### src/rtl/ca_cell_pkg.sv
package ca_cell_pkg;
  localparam int unsigned DEF_STATE_W = 4;
  localparam int unsigned DEF_NUM_IN  = 2;
  localparam int unsigned DEF_NUM_OUT = 2;
endpackage

### src/rtl/ca_rule_lut.sv
module ca_rule_lut #(
  parameter int unsigned STATE_W = ca_cell_pkg::DEF_STATE_W
) (
  input  logic [STATE_W-1:0] north_i,
  input  logic [STATE_W-1:0] west_i,
  output logic [STATE_W-1:0] next_o
);
  localparam int unsigned IDX_W   = 2 * STATE_W;
  localparam int unsigned ENTRIES = 1 << IDX_W;

  logic [STATE_W-1:0] table_w [ENTRIES];

  // Rule table built at elaboration: entry {n,w} = n + 2w + 1 (mod 2^STATE_W)
  for (genvar g = 0; g < ENTRIES; g++) begin : g_entry
    localparam logic [IDX_W-1:0] IDX = IDX_W'(g);
    localparam logic [STATE_W-1:0] NV = IDX[IDX_W-1:STATE_W];
    localparam logic [STATE_W-1:0] WV = IDX[STATE_W-1:0];
    assign table_w[g] = STATE_W'(NV + (WV << 1) + STATE_W'(1));
  end

  assign next_o = table_w[{north_i, west_i}];
endmodule

### src/rtl/ca_func_store.sv
module ca_func_store #(
  parameter int unsigned STATE_W = ca_cell_pkg::DEF_STATE_W,
  parameter int unsigned NUM_IN  = ca_cell_pkg::DEF_NUM_IN,
  parameter int unsigned NUM_OUT = ca_cell_pkg::DEF_NUM_OUT
) (
  input  logic [STATE_W-1:0]               state_i,
  output logic [NUM_OUT*(1<<NUM_IN)-1:0]   cfg_o
);
  localparam int unsigned TT_W     = 1 << NUM_IN;
  localparam int unsigned CFG_W    = NUM_OUT * TT_W;
  localparam int unsigned N_STATES = 1 << STATE_W;

  logic [CFG_W-1:0] store_w [N_STATES];

  // State 0 is the idle all-zero function; otherwise even tables copy the
  // state code, odd tables carry its inverse.
  for (genvar s = 0; s < N_STATES; s++) begin : g_state
    localparam logic [TT_W-1:0] TT = TT_W'(s);
    for (genvar o = 0; o < NUM_OUT; o++) begin : g_tab
      if (s == 0) begin : g_idle
        assign store_w[s][o*TT_W +: TT_W] = '0;
      end else if (o % 2 == 0) begin : g_true
        assign store_w[s][o*TT_W +: TT_W] = TT;
      end else begin : g_inv
        assign store_w[s][o*TT_W +: TT_W] = ~TT;
      end
    end
  end

  assign cfg_o = store_w[state_i];
endmodule

### src/rtl/ca_reload_ctrl.sv
module ca_reload_ctrl #(
  parameter int unsigned STATE_W = ca_cell_pkg::DEF_STATE_W
) (
  input  logic               clk,
  input  logic               rst_n,
  input  logic [STATE_W-1:0] north_i,
  input  logic [STATE_W-1:0] west_i,
  input  logic [STATE_W-1:0] next_i,
  output logic [STATE_W-1:0] state_o,
  output logic               busy_o
);
  logic [STATE_W-1:0] state_q;
  logic               busy_q;
  logic               differs;
  logic [1:0]         age_q;

  assign differs = (next_i != state_q);

  always_ff @(posedge clk) begin
    if (!rst_n) begin
      state_q <= '0;
      busy_q  <= 1'b0;
      age_q   <= '0;
    end else begin
      state_q <= next_i;
      busy_q  <= differs;
      if (age_q != 2'd3) age_q <= age_q + 2'd1;
    end
  end

  assign state_o = state_q;
  assign busy_o  = busy_q;

  // a busy cycle only follows a real change of state
  p_busy_means_change_r4: assert property (@(posedge clk) disable iff (!rst_n)
    busy_q |-> (state_q != $past(state_q)));

  // with the neighbours held, the state cannot move (own state is not an input)
  p_steady_neighbours_r2: assert property (@(posedge clk) disable iff (!rst_n)
    (age_q >= 2'd2 && north_i == $past(north_i) && west_i == $past(west_i))
      |=> $stable(state_q));
endmodule

### src/rtl/ca_exec_unit.sv
module ca_exec_unit #(
  parameter int unsigned NUM_IN  = ca_cell_pkg::DEF_NUM_IN,
  parameter int unsigned NUM_OUT = ca_cell_pkg::DEF_NUM_OUT
) (
  input  logic                            clk,
  input  logic                            rst_n,
  input  logic                            busy_i,
  input  logic [NUM_OUT*(1<<NUM_IN)-1:0]  cfg_i,
  input  logic [NUM_IN-1:0]               logic_i,
  output logic [NUM_OUT*(1<<NUM_IN)-1:0]  exec_o,
  output logic [NUM_OUT-1:0]              logic_o
);
  localparam int unsigned TT_W  = 1 << NUM_IN;
  localparam int unsigned CFG_W = NUM_OUT * TT_W;

  logic [CFG_W-1:0]   exec_q;
  logic [NUM_OUT-1:0] out_q;
  logic [NUM_OUT-1:0] eval_w;

  for (genvar o = 0; o < NUM_OUT; o++) begin : g_eval
    logic [TT_W-1:0] tab;
    assign tab       = exec_q[o*TT_W +: TT_W];
    assign eval_w[o] = tab[logic_i];
  end

  always_ff @(posedge clk) begin
    if (!rst_n) begin
      exec_q <= '0;
      out_q  <= '0;
    end else begin
      if (busy_i) exec_q <= cfg_i;
      else        out_q  <= eval_w;
    end
  end

  assign exec_o  = exec_q;
  assign logic_o = out_q;

  // outputs frozen across a reload cycle
  p_hold_while_busy_r6: assert property (@(posedge clk) disable iff (!rst_n)
    busy_i |=> $stable(out_q));

  // execution table untouched when no reload is pending
  p_no_reload_when_idle_r8: assert property (@(posedge clk) disable iff (!rst_n)
    !busy_i |=> $stable(exec_q));
endmodule

### src/rtl/ca_logic_cell.sv
module ca_logic_cell #(
  parameter int unsigned STATE_W = ca_cell_pkg::DEF_STATE_W,
  parameter int unsigned NUM_IN  = ca_cell_pkg::DEF_NUM_IN,
  parameter int unsigned NUM_OUT = ca_cell_pkg::DEF_NUM_OUT
) (
  input  logic               clk,
  input  logic               rst_n,
  input  logic [STATE_W-1:0] north_state_i,
  input  logic [STATE_W-1:0] west_state_i,
  output logic [STATE_W-1:0] east_state_o,
  output logic [STATE_W-1:0] south_state_o,
  input  logic [NUM_IN-1:0]  logic_i,
  output logic [NUM_OUT-1:0] logic_o,
  output logic               reload_busy_o
);
  localparam int unsigned CFG_W = NUM_OUT * (1 << NUM_IN);

  logic [STATE_W-1:0] next_w;
  logic [STATE_W-1:0] state_w;
  logic               busy_w;
  logic [CFG_W-1:0]   cfg_w;
  logic [CFG_W-1:0]   exec_w;

  ca_rule_lut #(.STATE_W(STATE_W)) u_rule (
    .north_i(north_state_i), .west_i(west_state_i), .next_o(next_w));

  ca_reload_ctrl #(.STATE_W(STATE_W)) u_ctrl (
    .clk(clk), .rst_n(rst_n), .north_i(north_state_i), .west_i(west_state_i),
    .next_i(next_w), .state_o(state_w), .busy_o(busy_w));

  ca_func_store #(.STATE_W(STATE_W), .NUM_IN(NUM_IN), .NUM_OUT(NUM_OUT)) u_store (
    .state_i(state_w), .cfg_o(cfg_w));

  ca_exec_unit #(.NUM_IN(NUM_IN), .NUM_OUT(NUM_OUT)) u_exec (
    .clk(clk), .rst_n(rst_n), .busy_i(busy_w), .cfg_i(cfg_w),
    .logic_i(logic_i), .exec_o(exec_w), .logic_o(logic_o));

  assign east_state_o  = state_w;
  assign south_state_o = state_w;
  assign reload_busy_o = busy_w;

  // outside a reload the active table matches the stored word for the state
  p_exec_tracks_state_r7: assert property (@(posedge clk) disable iff (!rst_n)
    !busy_w |-> (exec_w == cfg_w));

  // state 0 always runs the all-zero function once loaded
  p_idle_function_r5: assert property (@(posedge clk) disable iff (!rst_n)
    (!busy_w && state_w == '0) |-> (exec_w == '0));
endmodule

### config.mk
export PLATFORM = sky130hd
export DESIGN_NAME = ca_logic_cell
export DESIGN_NICKNAME = d
export VERILOG_FILES = /design/src/rtl/ca_cell_pkg.sv /design/src/rtl/ca_rule_lut.sv /design/src/rtl/ca_func_store.sv /design/src/rtl/ca_reload_ctrl.sv /design/src/rtl/ca_exec_unit.sv /design/src/rtl/ca_logic_cell.sv
export SDC_FILE = /design/constraint.sdc
export NUM_CORES = 1
export LEC_CHECK = 0
export BUFFER_PORTS_ARGS = -buffer_cell sky130_fd_sc_hd__buf_2
export CAP_MARGIN = 20
export CORE_MARGIN = 1
export CORE_UTILIZATION = 52
export DETAILED_ROUTE_END_ITERATION = 6
export PLACE_DENSITY = 0.8
export SLEW_MARGIN = 5
export SYNTH_ARGS = -nofsm -noshare
export SYNTH_HDL_FRONTEND = slang
export SYNTH_SLANG_ARGS = --single-unit
### constraint.sdc
create_clock -name clk -period 2 [get_ports clk]
set_clock_uncertainty 0.1 [all_clocks]
set_input_delay 0.4 -clock clk [delete_from_list [all_inputs] [get_ports clk]]
set_output_delay 0.4 -clock clk [all_outputs]
set_load 0.02 [all_outputs]
== After elaboration in Yosys (flattened, before gate mapping) ==
Memories as Yosys holds them, arrays and structs flattened. A register that Yosys moved wholly into a read port is not among the register bits.
Cells that the tools add are included.
Word-level totals
  output and inout port bits: 11
  input port bits: 12
  RAM bits: 0
  ROM bits: 1152
  latch bits: 0
  logic and storage cells: 17
  flip-flop bits (word level): 7
  memories: 2
Cells by class
  shift operators: 0
  reductions and logical operators: 1
  $lt $le $gt $ge: 2
  div/mod/pow operators: 0
  bitwise operators: 2
  $mul: 0
  add/sub/neg operators: 0
  eq/ne operators: 1
  mux-type cells: 6
Memories
  (name not given): words 256, bits a word 4, rd ports 1, clocked after Yosys merged registers in 0, wr ports 0, line ca_rule_lut.sv:21  | assign next_o = table_w[{north_i, west_i}];
  (name not given): words 16, bits a word 8, rd ports 1, clocked after Yosys merged registers in 1, wr ports 0, line ca_func_store.sv:30  | assign cfg_o = store_w[state_i];
Operators by type and width (number)
  $ge A9 B9 Y1 const B: 1
  $not A8 Y9: 1
  $mux W4: 2
  $not A4 Y5: 1
  $bmux W1 S2: 2
  $ne A4 B4 Y1: 1
  $lt A2 B3 Y1 const B: 1
  $mux W1: 2
  $logic_not A1 Y1: 1

== Depth between registers and ports, before layout ==
  depth in word-level cells: 5
  mapped depth: 7
  gate-level depth less buffers: 7

== By module ==
Synthesis repeated with hierarchy kept, for this count alone.
Unflattened totals
  cells, all modules: 115
  area total of the unflattened synthesis: 1057.3 um^2
Modules (own cells, without submodules)
  ca_exec_unit: area each 447.9 um^2, instances 1, seq. area each 200.2 um^2, cells each 39
  ca_rule_lut: area each 342.8 um^2, instances 1, seq. area each 0.0 um^2, cells each 46
  ca_reload_ctrl: area each 171.4 um^2, instances 1, seq. area each 100.1 um^2, cells each 14
  ca_func_store: area each 65.1 um^2, instances 1, seq. area each 0.0 um^2, cells each 12
  ca_logic_cell: area each 30.0 um^2, instances 1, seq. area each 0.0 um^2, cells each 4

== Least setup slack after synthesis ==
No wires, ideal clock.
  kind: input to register
  from: input port west_state_i[1]
  to: register u_ctrl.busy_q (netlist: u_ctrl.busy_o)
  path buffers: 0
  library setup time: 77 ps
  data required time: 1823 ps
  path slack: 222 ps
  arrival time: 1602 ps
  stages: 7
  path through: inv_1 ha_1 a21boi_4 o221ai_2 o221ai_1 a211o_2 a41oi_2
On the way
  word-level cells in the longest chain between the ends: 5
RTL lines
  start: declaration: line ca_logic_cell.sv:9  | input logic [STATE_W-1:0] west_state_i,
  $not A8 Y9 (implied by the code): line ca_rule_lut.sv:21
  $mem_v2 Z256 W4
  $mux W4 (implied by the code) (2 in series): line ca_rule_lut.sv:21
  $ne A4 B4 Y1: line ca_reload_ctrl.sv:17  | assign differs = (next_i != state_q);
  end signal: assignment: line ca_reload_ctrl.sv:26  | busy_q <= differs;
  end: declaration: line ca_reload_ctrl.sv:13  | logic busy_q;
No other way between the ends. The select of a mux whose other input is x is not followed.
A chain may end at the register's enable or synchronous reset.

== Worst setup path in the final report ==
  from: input port west_state_i[0]
  to: register u_ctrl.busy_q (netlist: u_ctrl.busy_o)
The elaborated chain is that of the path after synthesis.

==> metrics.md <==
| Metric | Value |
|---|---|
| Post-CTS setup buffer count | 0 |
| First-pass GRT wire length | 3.45 mm |
| Hold_buf cts | 0 |
| Die footprint | 2150 um^2 |
| I/O Buffers | 21 |
| Synth Flop Type | dfxtp_1 |
| Syn Nets | 136 |
| DRC viols | 0 |
| Post-synth top area share | 29.3% |
| Crit share post-route | 89.7% |
| Number of max-cap violations | 0 |
| TritonRoute pass-1 iters | 4 |
| Path type of the worst setup path | input pin to register |
| Switch share | 32.7% |
| Worst IR drop on VDD | 0.369 mV |
| Slew margin rel. | 69.6% |
| # rows | 15 |
| P_leak | 0.536 nW |
| Crit Path Max Fanout | 4 |
| Switching power | 0.000242 W |
| Filler instances | 154 |
| Antenna Cells | 0 |
| Register area share after synthesis | 29.3% |
| Layout cells sized above 1 | 27.4% |
| Outcome | finished, final reports clean |
| Ys async rst share | 0% |
| Crit. End Element | register |
| Critical Path AT | 1900 ps |
| Logic pwr share | 29.3% |
| PostCTS Resize Cnt | 0 |
| Die width | 46.4 um |
| Fin nets | 155 |
| Htree depth | 1 |
| Vias | 891 |
| Slew @ Worst Pin | 455 ps |
| Setup slack after layout | 205 ps |
| Core area | 1780 um^2 |
| Power, Total | 0.000741 W |
| Unrepaired setup endpoints after global routing | false |
| Routed WL | 2.08 mm |
| Root Driver | clkbuf_4 |
| Count of final setup violators | 0 |
| Final hold viol count | 0 |
| Cell Area, Placed | 1120 um^2 |
| Top cells by area, synth | dfxtp_1 29%, ha_1 8.6%, mux2i_1 7.8%, buf_4 5.1%, nor2_1 5.1% |
| Layout area overhead | 12.5% |
| Worst hold path class | input pin to register |
| Sequential share of power | 48.0% |
| Synth Register Bits | 15 |
| Gpl congestion | 0.803 |
| Fin. max-slew vios | 0 |
| DRT iter0 DRCs | 11 |
| Total track usage | 22.9% |
| Design Area, Final | 1150 um^2 |
| Min cycle time layout | 1790 ps |
| CTS Buffer Depth | 2 |
| Vias per inst | 5.57 |
| Io pins | 23 |
| Dpl cells | 156 |
| Clk sink count | 15 |
| Hpwl dp | 1.56 mm |
| Pin count of the biggest net entering global routing | 15 |
| Post-Place Worst Slack | -80.6 ps |
| PD cells | 644 nW/um^2 |
| Initial core utilization | 57.4% |
| Post-Synthesis Cells | 117 |
| Routed WL per cell | 13.0 um |
| Antenna violations before repair | 0 |
| Worst EP required | 2110 ps |
| Most frequent cells in the layout | 21 x buf_2, 15 x dfxtp_1, 14 x nor2_1 |
| CTS Buf Count | 3 |
| Yosys warnings | 0 |
| Die height | 46.4 um |
| Area leader, netlist | dfxtp_1 |
| Number of global-route vias before repair | 767 |
| CTS tree | done |
| Clk pwr share | 22.6% |
| Worst skew pair latency | 280 ps |
| Finished Layout Cells | 160 |
| Pint | 0.000499 W |
| Worst-path clk slew | 80 ps |
| Cell Area, Synth | 1020 um^2 |
| Synthesized area per cell | 8.75 um^2 |
| Total grt overflow | 0 |
| Antenna-violating nets left | 0 |
| Unique masters post-synth | 37 |
| Post-synth EDFFs | 0 |
| Crit start category | input pin |
| F_max | 0.557 GHz |
| Most common cell after layout, fill and taps aside | buf_2 |
area by class of cell:
class / count / area, um^2 / share of cell area (%)
flip-flops and latches: 15 / 300 / 26.1
clock buffers: 4 / 26.3 / 2.28
repair buffers: 26 / 143 / 12.4
well taps: 25 / 31.3 / 2.72
multi-input cells: 83 / 624 / 54.2
inverters: 7 / 26.3 / 2.28
sequential cells by signal, indices dropped and copies added (netlist names):
signal and flops:
u_exec.exec_o 8, u_ctrl.state_o 4, u_exec.logic_o 2, u_ctrl.busy_o 1
power groups by stage:
| stage | Clock, W | Sequential [W] | Combinational (W) |
|---|---|---|---|
| after global routing | 0.000189 | 0.000359 | 0.000241 |
| after global placement | 0 | 0.000359 | 0.000209 |
| after detailed placement | 0 | 0.000361 | 0.000216 |
| after floorplan | 0 | 0.000357 | 0.000169 |
| final | 0.000168 | 0.000356 | 0.000218 |
| after CTS | 0.000174 | 0.000355 | 0.000218 |
kinds of logic (layout without fill, tap and decap cells):
logic type                 Yosys count  in the layout  share of synthesized area (%)
buffers and inverters               19             37                           9.66
AOI/OAI and AO/OA                   23             23                           18.2
adders and majority gates            7              7                           8.56
and+or+nand+nor                     38             38                           17.7
DFF                                 15             15                           29.3
muxes                               10             10                           12.2
xor gates and xnor gates             5              5                           4.28
metrics by stage:
stage | hold WS [ps] | utilization [%] | setup TNS (ps)
2_1_floorplan | 355 | - | 0
5_1_grt | 225 | 64.6 | 0
3_3_place_gp | 351 | 63.1 | 0
3_5_place_dp | 362 | 63.1 | -80.6
6_report | 229 | 64.6 | 0
4_1_cts | 224 | 64.6 | 0
final timing paths:
check	cells after the start	to	slack, ps	start
worst min register to register	2	u_exec.logic_o[0]$_SDFFE_PN0N_	370	u_exec.logic_o[0]$_SDFFE_PN0N_
worst max-delay path	7	u_ctrl.busy_o$_SDFF_PN0_	210	west_state_i[0]
worst max register to register	5	u_ctrl.busy_o$_SDFF_PN0_	260	u_ctrl.state_o[0]$_SDFF_PN0_
worst min-delay path	2	u_ctrl.state_o[2]$_SDFF_PN0_	230	rst_n
synthesized netlist by cell type (2+ instances only):
library cell / instances
dfxtp_1: 15
nor2_1: 14
nor3_1: 9
mux2i_1: 8
a21oi_1: 7
buf_4: 7
ha_1: 7
inv_1: 6
nand2_1: 6
clkbuf_1: 3
xnor2_1: 3
a21boi_1: 2
mux4_2: 2
nand3b_1: 2
o21ai_1: 2
o221ai_1: 2
xor2_1: 2
worst max-delay path, stage by stage:
cell and delay (ps):
buf_2 120, ha_1 180, nor2b_1 130, a221o_1 390, o22ai_1 300, a22oi_1 160
a41oi_2 220
routing by layer:
layer  part of all wire [%]  global-route usage [%]  vias to the layer above
met3                    5.6                    8.24                        4
met5                      0                       0                        -
met1                     42                    28.8                      418
li1                       -                       -                      442
met2                     51                    36.4                       27
met4                   0.82                    6.47                        0
Note: power is estimated with default switching activity, not from simulation.
